$ cat src/rtl/dwx_pkg.sv
package dwx_pkg;
   localparam int ADDR_W   = 32;
   localparam int WIN_GRAN = 20;
   localparam int HI_W     = ADDR_W - WIN_GRAN;

   typedef enum logic [1:0] {ST_IDLE, ST_LOOK, ST_FETCH} dwx_state_e;

   typedef struct packed {
      logic              en;
      logic              sg;
      logic [HI_W-1:0]   base_hi;
      logic [HI_W-1:0]   mask_hi;
      logic [ADDR_W-1:0] tb;
   } win_cfg_t;
endpackage

$ cat src/rtl/dwx_regs.sv
module dwx_regs #(
   parameter int              NWIN    = 4,
   parameter logic [NWIN-1:0] SG_ONLY = 4'b1000,
   parameter int              RA_W    = 4
) (
   input  logic                clk,
   input  logic                rst_n,
   input  logic                wr_en,
   input  logic [RA_W-1:0]     addr,
   input  logic [31:0]         wdata,
   output logic [31:0]         rdata,
   output dwx_pkg::win_cfg_t   cfg [NWIN],
   output logic                inv_all,
   output logic                inv_tag_en,
   output logic [15:0]         inv_tag
);
   import dwx_pkg::*;

   localparam int OFS_MASK = NWIN;
   localparam int OFS_TB   = 2 * NWIN;
   localparam int OFS_IALL = 3 * NWIN;
   localparam int OFS_ITAG = 3 * NWIN + 1;

   logic [HI_W-1:0] base_hi [NWIN];
   logic [HI_W-1:0] mask_hi [NWIN];
   logic [27:0]     tb_hi   [NWIN];
   logic [NWIN-1:0] en_q;
   logic [NWIN-1:0] sg_w;

   always_ff @(posedge clk) begin
      if (!rst_n) begin
         en_q <= '0;
         for (int w = 0; w < NWIN; w++) begin
            base_hi[w] <= '0;
            mask_hi[w] <= '0;
            tb_hi[w]   <= '0;
         end
      end else if (wr_en) begin
         for (int w = 0; w < NWIN; w++) begin
            if (addr == RA_W'(w)) begin
               base_hi[w] <= wdata[31:WIN_GRAN];
               en_q[w]    <= wdata[0];
            end
            if (addr == RA_W'(OFS_MASK + w)) mask_hi[w] <= wdata[31:WIN_GRAN];
            if (addr == RA_W'(OFS_TB + w))   tb_hi[w]   <= wdata[31:4];
         end
      end
   end

   for (genvar w = 0; w < NWIN; w++) begin : g_mode
      if (SG_ONLY[w]) begin : g_fixed
         assign sg_w[w] = 1'b1;
      end else begin : g_prog
         logic sg_b;
         always_ff @(posedge clk) begin
            if (!rst_n)                               sg_b <= 1'b0;
            else if (wr_en && addr == RA_W'(w))       sg_b <= wdata[1];
         end
         assign sg_w[w] = sg_b;
      end
   end

   always_comb begin
      for (int w = 0; w < NWIN; w++) begin
         cfg[w].en      = en_q[w];
         cfg[w].sg      = sg_w[w];
         cfg[w].base_hi = base_hi[w];
         cfg[w].mask_hi = mask_hi[w];
         cfg[w].tb      = {tb_hi[w], 4'h0};
      end
   end

   always_comb begin
      rdata = '0;
      for (int w = 0; w < NWIN; w++) begin
         if (addr == RA_W'(w))
            rdata = {base_hi[w], {(WIN_GRAN-2){1'b0}}, sg_w[w], en_q[w]};
         if (addr == RA_W'(OFS_MASK + w))
            rdata = {mask_hi[w], {WIN_GRAN{1'b0}}};
         if (addr == RA_W'(OFS_TB + w))
            rdata = {tb_hi[w], 4'h0};
      end
   end

   assign inv_all    = wr_en && (addr == RA_W'(OFS_IALL));
   assign inv_tag_en = wr_en && (addr == RA_W'(OFS_ITAG));
   assign inv_tag    = wdata[19:4];
endmodule

$ cat src/rtl/dwx_win_match.sv
module dwx_win_match #(
   parameter int NWIN  = 4,
   parameter int IDX_W = 2
) (
   input  logic [31:0]         addr,
   input  dwx_pkg::win_cfg_t   cfg [NWIN],
   output logic                hit_any,
   output logic [IDX_W-1:0]    idx,
   output logic                sg,
   output logic [31:0]         off,
   output logic [31:0]         tb
);
   import dwx_pkg::*;

   logic [NWIN-1:0] hit;

   for (genvar w = 0; w < NWIN; w++) begin : g_cmp
      assign hit[w] = cfg[w].en &&
         (((addr[31:WIN_GRAN] ^ cfg[w].base_hi) & ~cfg[w].mask_hi) == '0);
   end

   always_comb begin
      hit_any = 1'b0;
      idx     = '0;
      for (int w = NWIN - 1; w >= 0; w--) begin
         if (hit[w]) begin
            hit_any = 1'b1;
            idx     = IDX_W'(w);
         end
      end
   end

   always_comb begin
      sg  = cfg[idx].sg;
      tb  = cfg[idx].tb;
      off = addr & {cfg[idx].mask_hi, {WIN_GRAN{1'b1}}};
   end

   always_comb begin
      if (hit_any) begin
         assert_lowest_win_R3: assert (hit[idx] && ((hit & ((NWIN'(1) << idx) - NWIN'(1))) == '0));
      end
   end
endmodule

$ cat src/rtl/dwx_pte_cache.sv
module dwx_pte_cache #(
   parameter int LINES = 4,
   parameter int PTE_W = 32,
   parameter int TAG_W = 17
) (
   input  logic               clk,
   input  logic               rst_n,
   input  logic [TAG_W-1:0]   tag,
   input  logic [1:0]         sel,
   output logic               hit,
   output logic [PTE_W-1:0]   pte,
   input  logic               fill_en,
   input  logic [4*PTE_W-1:0] fill_data,
   input  logic               inv_all,
   input  logic               inv_tag_en,
   input  logic [15:0]        inv_tag
);
   localparam int LI_W = (LINES > 1) ? $clog2(LINES) : 1;

   logic [LINES-1:0] lv;
   logic [TAG_W-1:0] ltag [LINES];
   logic [3:0]       lev  [LINES];
   logic [PTE_W-1:0] lpte [LINES][4];
   logic [LI_W-1:0]  rr;
   logic [LINES-1:0] tm_vec;
   logic             tm_any;
   logic [LI_W-1:0]  tm_idx;
   logic [LI_W-1:0]  victim;

   always_comb begin
      hit    = 1'b0;
      pte    = '0;
      tm_any = 1'b0;
      tm_idx = '0;
      for (int l = 0; l < LINES; l++) begin
         tm_vec[l] = lv[l] && (ltag[l] == tag);
         if (tm_vec[l]) begin
            tm_any = 1'b1;
            tm_idx = LI_W'(l);
            if (lev[l][sel]) begin
               hit = 1'b1;
               pte = lpte[l][sel];
            end
         end
      end
   end

   assign victim = tm_any ? tm_idx : rr;

   always_ff @(posedge clk) begin
      if (!rst_n) begin
         lv <= '0;
         rr <= '0;
      end else begin
         if (inv_all) begin
            lv <= '0;
         end else if (inv_tag_en) begin
            for (int l = 0; l < LINES; l++)
               if (ltag[l][TAG_W-1 -: 16] == inv_tag) lv[l] <= 1'b0;
         end
         if (fill_en) begin
            lv[victim] <= 1'b1;
            if (!tm_any) rr <= (rr == LI_W'(LINES - 1)) ? '0 : rr + 1'b1;
         end
      end
   end

   always_ff @(posedge clk) begin
      if (fill_en) begin
         ltag[victim] <= tag;
         for (int k = 0; k < 4; k++) begin
            lev[victim][k]  <= fill_data[k*PTE_W];
            lpte[victim][k] <= fill_data[k*PTE_W +: PTE_W];
         end
      end
   end

   assert_flush_all_R9: assert property (@(posedge clk) disable iff (!rst_n)
      (inv_all && !fill_en) |=> (lv == '0));
   assert_unique_tag_R7: assert property (@(posedge clk) disable iff (!rst_n)
      $countones(tm_vec) <= 1);
endmodule

$ cat src/rtl/dma_win_xlate.sv
module dma_win_xlate #(
   parameter int              NWIN       = 4,
   parameter logic [NWIN-1:0] SG_ONLY    = 4'b1000,
   parameter int              PAGE_SHIFT = 13,
   parameter int              PTE_W      = 32,
   parameter int              LINES      = 4,
   parameter int              PA_W       = 32
) (
   input  logic               clk,
   input  logic               rst_n,
   input  logic               reg_we,
   input  logic [3:0]         reg_addr,
   input  logic [31:0]        reg_wdata,
   output logic [31:0]        reg_rdata,
   input  logic               xl_valid,
   input  logic [31:0]        xl_addr,
   output logic               xl_ready,
   output logic               res_valid,
   output logic [PA_W-1:0]    res_addr,
   output logic               res_nohit,
   output logic               res_miss,
   output logic               res_err,
   output logic               mem_req,
   output logic [31:0]        mem_addr,
   input  logic [4*PTE_W-1:0] mem_rdata,
   input  logic               mem_rvalid
);
   import dwx_pkg::*;

   localparam int RA_W      = 4;
   localparam int IDX_W     = (NWIN > 1) ? $clog2(NWIN) : 1;
   localparam int GRP_SHIFT = PAGE_SHIFT + 2;
   localparam int TAG_W     = ADDR_W - GRP_SHIFT;
   localparam int GRP_BYTES = 4 * PTE_W / 8;
   localparam int WIDE_W    = PTE_W - 1 + PAGE_SHIFT;

   if (3 * NWIN + 2 > (1 << RA_W)) begin : g_chk_map
      $error("register map does not fit the index width");
   end
   if (PAGE_SHIFT < 12 || GRP_SHIFT > 16) begin : g_chk_page
      $error("page shift must keep a group within a 64 KB tag");
   end
   if (GRP_BYTES > 16 || PTE_W % 8 != 0) begin : g_chk_pte
      $error("entry group must fit the 16-byte target alignment");
   end
   if (PA_W > WIDE_W) begin : g_chk_pa
      $error("output width exceeds frame plus page offset");
   end

   win_cfg_t       cfg [NWIN];
   logic           inv_all, inv_tag_en;
   logic [15:0]    inv_tag;

   dwx_regs #(.NWIN(NWIN), .SG_ONLY(SG_ONLY), .RA_W(RA_W)) u_regs (
      .clk(clk), .rst_n(rst_n), .wr_en(reg_we), .addr(reg_addr),
      .wdata(reg_wdata), .rdata(reg_rdata), .cfg(cfg),
      .inv_all(inv_all), .inv_tag_en(inv_tag_en), .inv_tag(inv_tag));

   dwx_state_e  st;
   logic [31:0] cur_addr;
   logic        fetched;
   logic [31:0] maddr_q;

   logic             wm_hit, wm_sg;
   logic [IDX_W-1:0] wm_idx;
   logic [31:0]      wm_off, wm_tb;

   dwx_win_match #(.NWIN(NWIN), .IDX_W(IDX_W)) u_match (
      .addr(cur_addr), .cfg(cfg), .hit_any(wm_hit), .idx(wm_idx),
      .sg(wm_sg), .off(wm_off), .tb(wm_tb));

   logic             c_hit;
   logic [PTE_W-1:0] c_pte;
   logic             fill_en;

   assign fill_en = (st == ST_FETCH) && mem_rvalid;

   dwx_pte_cache #(.LINES(LINES), .PTE_W(PTE_W), .TAG_W(TAG_W)) u_cache (
      .clk(clk), .rst_n(rst_n), .tag(cur_addr[31:GRP_SHIFT]),
      .sel(wm_off[PAGE_SHIFT+1:PAGE_SHIFT]), .hit(c_hit), .pte(c_pte),
      .fill_en(fill_en), .fill_data(mem_rdata), .inv_all(inv_all),
      .inv_tag_en(inv_tag_en), .inv_tag(inv_tag));

   logic [31:0]       direct_sum;
   logic [WIDE_W-1:0] sg_wide;
   logic [31:0]       grp_addr;

   assign direct_sum = wm_tb + wm_off;
   assign sg_wide    = {c_pte[PTE_W-1:1], cur_addr[PAGE_SHIFT-1:0]};
   assign grp_addr   = (wm_tb + ((wm_off >> GRP_SHIFT) * 32'(GRP_BYTES)))
                       & ~32'(GRP_BYTES - 1);

   always_ff @(posedge clk) begin
      if (!rst_n) begin
         st        <= ST_IDLE;
         cur_addr  <= '0;
         fetched   <= 1'b0;
         maddr_q   <= '0;
         res_valid <= 1'b0;
         res_addr  <= '0;
         res_nohit <= 1'b0;
         res_miss  <= 1'b0;
         res_err   <= 1'b0;
      end else begin
         res_valid <= 1'b0;
         case (st)
            ST_IDLE: begin
               if (xl_valid) begin
                  cur_addr <= xl_addr;
                  fetched  <= 1'b0;
                  st       <= ST_LOOK;
               end
            end
            ST_LOOK: begin
               if (!wm_hit) begin
                  res_valid <= 1'b1;
                  res_nohit <= 1'b1;
                  res_err   <= 1'b0;
                  res_miss  <= 1'b0;
                  res_addr  <= '0;
                  st        <= ST_IDLE;
               end else if (!wm_sg) begin
                  res_valid <= 1'b1;
                  res_nohit <= 1'b0;
                  res_err   <= 1'b0;
                  res_miss  <= 1'b0;
                  res_addr  <= PA_W'(direct_sum);
                  st        <= ST_IDLE;
               end else if (c_hit) begin
                  res_valid <= 1'b1;
                  res_nohit <= 1'b0;
                  res_err   <= 1'b0;
                  res_miss  <= fetched;
                  res_addr  <= sg_wide[PA_W-1:0];
                  st        <= ST_IDLE;
               end else if (fetched) begin
                  res_valid <= 1'b1;
                  res_nohit <= 1'b0;
                  res_err   <= 1'b1;
                  res_miss  <= 1'b1;
                  res_addr  <= '0;
                  st        <= ST_IDLE;
               end else begin
                  maddr_q <= grp_addr;
                  st      <= ST_FETCH;
               end
            end
            ST_FETCH: begin
               if (mem_rvalid) begin
                  fetched <= 1'b1;
                  st      <= ST_LOOK;
               end
            end
            default: st <= ST_IDLE;
         endcase
      end
   end

   assign xl_ready = (st == ST_IDLE);
   assign mem_req  = (st == ST_FETCH);
   assign mem_addr = maddr_q;

   assert_req_hold_R6: assert property (@(posedge clk) disable iff (!rst_n)
      (mem_req && !mem_rvalid) |=> (mem_req && $stable(mem_addr)));
   assert_req_align_R6: assert property (@(posedge clk) disable iff (!rst_n)
      mem_req |-> ((mem_addr & 32'(GRP_BYTES - 1)) == '0));
   assert_take_once_R11: assert property (@(posedge clk) disable iff (!rst_n)
      (xl_valid && xl_ready) |=> !xl_ready);
   assert_stall_R11: assert property (@(posedge clk) disable iff (!rst_n)
      mem_req |-> !xl_ready);
   assert_flags_excl_R8: assert property (@(posedge clk) disable iff (!rst_n)
      res_valid |-> !(res_err && res_nohit));
endmodule

$ cat config.mk
export PLATFORM = sky130hd
export DESIGN_NAME = dma_win_xlate
export DESIGN_NICKNAME = d
export VERILOG_FILES = /design/src/rtl/dwx_pkg.sv /design/src/rtl/dwx_regs.sv /design/src/rtl/dwx_win_match.sv /design/src/rtl/dwx_pte_cache.sv /design/src/rtl/dma_win_xlate.sv
export SDC_FILE = /design/constraint.sdc
export NUM_CORES = 1
export LEC_CHECK = 0
export BUFFER_PORTS_ARGS = -buffer_cell sky130_fd_sc_hd__clkbuf_2
export CAP_MARGIN = 20
export CORE_MARGIN = 8
export CORE_UTILIZATION = 24
export CTS_BUF_LIST = sky130_fd_sc_hd__clkbuf_16
export CTS_CLUSTER_DIAMETER = 100
export DETAILED_ROUTE_END_ITERATION = 7
export SYNTH_ARGS = -nofsm -noshare
export SYNTH_HDL_FRONTEND = slang
export SYNTH_SLANG_ARGS = --single-unit
$ cat constraint.sdc
create_clock -name clk -period 20.4 [get_ports clk]
set_clock_uncertainty 0.05 [all_clocks]
set_input_delay 2.04 -clock clk [delete_from_list [all_inputs] [get_ports clk]]
set_output_delay 2.04 -clock clk [all_outputs]
set_load 0.05 [all_outputs]
==> results.toml <==
[min_path]
min_path_cells = 2
hold_path_class = "reg2reg"

[final_layout]
num-fill-cells = 14400
multi_input_comb_area_mm2 = 0.0130
post_route_cells_drive_above_1_share = 0.199
sequential_cell_area_mm2 = 0.0201
area_growth_syn_to_layout_pct = 17.6
number_of_nets_in_the_finished_design = 3145

[clock_tree]
tritoncts = "yes"
cts_repair_resize_count = 0
worst_setup_hold_path_clk_slew_ns = 0.06
clock-root-buffer = "sky130_fd_sc_hd__clkbuf_16"
count_of_hold_buffers_inserted_by_post_cts_repair = 0
cts_setup_buffers = 0
cts_max_path_bufs = 3
ctsHtreeMaxLevel = 3
clkSinkCount = 708
numCtsBuffers = 76
insertion_delay_ns = 0.69

[synth]
synth-edff-count = 596
synthesis.yosys.warnings = 0
synth_cell_area_mm2 = 0.0340
synth.lib_cells_used.distinct = 90
syn_area_per_cell_um2 = 12.6
asyncSetResetFlopFracSynth = 0
yosys.area.top_type = "sky130_fd_sc_hd__edfxtp_1"
main_synth_ff_type = "sky130_fd_sc_hd__edfxtp_1"
synth_area_leaders = "sky130_fd_sc_hd__edfxtp_1, sky130_fd_sc_hd__mux4_2, sky130_fd_sc_hd__dfxtp_1, sky130_fd_sc_hd__and2_1, sky130_fd_sc_hd__xnor2_1"
synth.yosys.seq_area_share = 0.593
syn-instance-count = 2688
post-synth-top-area-fraction = 0.527
postSynthRegisterBits = 708

[placement]
finalWeightedCongestion = 0.947
buffer_ports.inserted = 246
place_hpwl_um = 84200

[floorplan]
fp.dieArea_mm2 = 0.154
floorplan.initialDensity = 0.241
placementRows = 138
die_height_um = 392
dieWidth_um = 392
core_area_mm2 = 0.141
boundaryPins = 303

[worst_setup_path]
cp_data_required_time_ns = 18.31
start_kind = "primary input"
worstRegToRegCells = 21
worstPathMaxFanout = 43
worst-setup-path-type = "in2out"
rrSetupSlack_ns = 12.54
critPathCaptureType = "primary output"
worst-endpoint-arrival_ns = 5.88

[timing]
finalSetupViolations = 0
report.final.slew_viol_count = 0
slew_headroom = 0.207
rsz0062_at_grt = "no"
max_slew.worst_pin.slew_ns = 1.18
period_needed_ns = 7.97
final-hold-violation-count = 0
finalHoldWorstSlack_ns = 0.401
tns_ns = 0
layout_worst_path_cycle_share = 0.391
maximum_clock_frequency_ghz = 0.126

[detailed_routing]
postRouteWirelength_um = 117000
routed_wire_length_per_instance_um = 24.0
vias_per_cell = 4.77
route.vias.total = 23200
drcViolationCount = 1
drtAntennaViolNets = 0
detailedRoute.firstIterationViolations = 2266
detailedRoute.firstPassIterationCount = 8

[global_route]
grt_antenna_before_repair = 15
global_route_wire_length_before_repair_um = 164000
grt_overflow = 0
grt_pass1_vias = 22700
grt_util_all_layers = 0.146
grt_start_max_net_pins = 77

[run]
max_cap_violations = 0

[power]
leakagePower_nw = 13.7
worst_ir_drop_vdd_v = 0.0000610
power_per_cell_area_mw_per_mm2 = 83.3

[run_status]
run_status = "finished, violations left"
failed_checks = "DRC"
-- kinds of logic (layout without fill, tap and decap cells) --
logic type / count (synthesis) / after routing / share of synthesized area
other cells: 1 / 14 / 0.000110
fa+ha+maj: 50 / 50 / 0.0188
simple gates: 867 / 867 / 0.132
flops: 708 / 708 / 0.593
compound gates: 465 / 465 / 0.0877
xor+xnor: 216 / 216 / 0.0557
mux: 150 / 150 / 0.0842
buf+inv: 231 / 492 / 0.0294
-- through the flow --
| step | instances | total power, mW | utilization | area [µm²] | setup WS (ns) |
|---|---|---|---|---|---|
| after floorplan | 2693 | 1.84 | - | 34000 | 13.44 |
| after global placement | 4704 | 1.95 | 0.265 | 37400 | 12.71 |
| after detailed placement | 4706 | 1.96 | 0.265 | 37400 | 12.59 |
| after CTS | 4843 | 3.36 | 0.283 | 39900 | 12.62 |
| after global routing | 4847 | 3.43 | 0.283 | 39900 | 12.23 |
| final | 4852 | 3.33 | 0.283 | 40000 | 12.43 |
-- power by group --
group	internal (mW)	switching, mW	total [mW]
Sequential	1.60	0.0334	1.63
Combinational	0.104	0.196	0.300
Clock	0.781	0.618	1.40
Total	2.48	0.848	3.33
-- final timing paths --
check | startpoint | endpoint
max | reg_addr[2] | reg_rdata[21]
min | mem_addr[14] | mem_addr[14]
max reg2reg | cur_addr[24] | res_addr[28]
min reg2reg | mem_addr[14] | mem_addr[14]
-- routing by layer --
layer | track usage | wire, µm
met1 | 0.196 | 49600
met2 | 0.226 | 52400
met3 | 0.0340 | 9930
met4 | 0.0631 | 4680
met5 | 0 | 46
-- synth_stat cells, drive strengths merged, types with 14 or more instances --
library cell,instances
o22ai,26
a21oi,146
nand2b,14
and2,251
o21ai,106
nand4,38
nor3,40
edfxtp,596
a222oi,20
nand3,55
inv,43
clkbuf,131
nor4,16
buf,56
nor2b,22
mux4,106
a211oi,24
a31oi,33
a21o,18
and3,24
xnor2,154
dfxtp,112
or3,14
mux2i,37
ha,47
xor2,62
nor2,109
nand2,256
a22o,15
-- cell type report --
class,count,area share
clock inverter,61,0.0148
tap,1890,0.0592
clock buffer,76,0.0476
inverter,44,0.00416
timing repair buffer,311,0.0440
antenna,8,0.000501
sequential,708,0.504
multi-input combinational,1754,0.326
-- state kept, by name, indices dropped and copies added (netlist names) --
name                       cells
cur_addr                      32
fetched                        1
mem_addr                      28
res_addr                      32
res_err                        1
res_miss                       1
res_nohit                      1
res_valid                      1
st                             2
u_cache.lev                   12
u_cache.lpte                 308
u_cache.ltag                  68
u_cache.lv                     4
u_cache.rr                     2
u_regs.base_hi                48
u_regs.en_q                    4
u_regs.g_mode.g_prog.sg_b      3
u_regs.mask_hi                48
u_regs.tb_hi                 112
-- critical path, stage by stage --
cell and delay, ns:
sky130_fd_sc_hd__clkbuf_2 0.71, sky130_fd_sc_hd__nand2b_1 0.48, sky130_fd_sc_hd__nor3_2 0.84, sky130_fd_sc_hd__a222oi_1 0.24
sky130_fd_sc_hd__a21oi_1 0.21, sky130_fd_sc_hd__a221oi_1 0.08, sky130_fd_sc_hd__o21ai_0 0.83, sky130_fd_sc_hd__clkbuf_2 0.42
-- placed cells by master, fill, tap and decap left out, types with 63 or more instances in the layout --
cell type                   netlist  layout
sky130_fd_sc_hd__edfxtp_1       596     596
sky130_fd_sc_hd__clkbuf_16        0      76
sky130_fd_sc_hd__xnor2_1        154     154
sky130_fd_sc_hd__nor2_1         107     102
sky130_fd_sc_hd__a21oi_1        144     144
sky130_fd_sc_hd__o21ai_0         92      88
sky130_fd_sc_hd__mux4_2         106     106
sky130_fd_sc_hd__clkbuf_2         1     246
sky130_fd_sc_hd__buf_4           18      63
sky130_fd_sc_hd__nand2_1        256     254
sky130_fd_sc_hd__and2_1         250     250
sky130_fd_sc_hd__dfxtp_1        112     110
No activity file was read; power rests on OpenSTA's default activity.
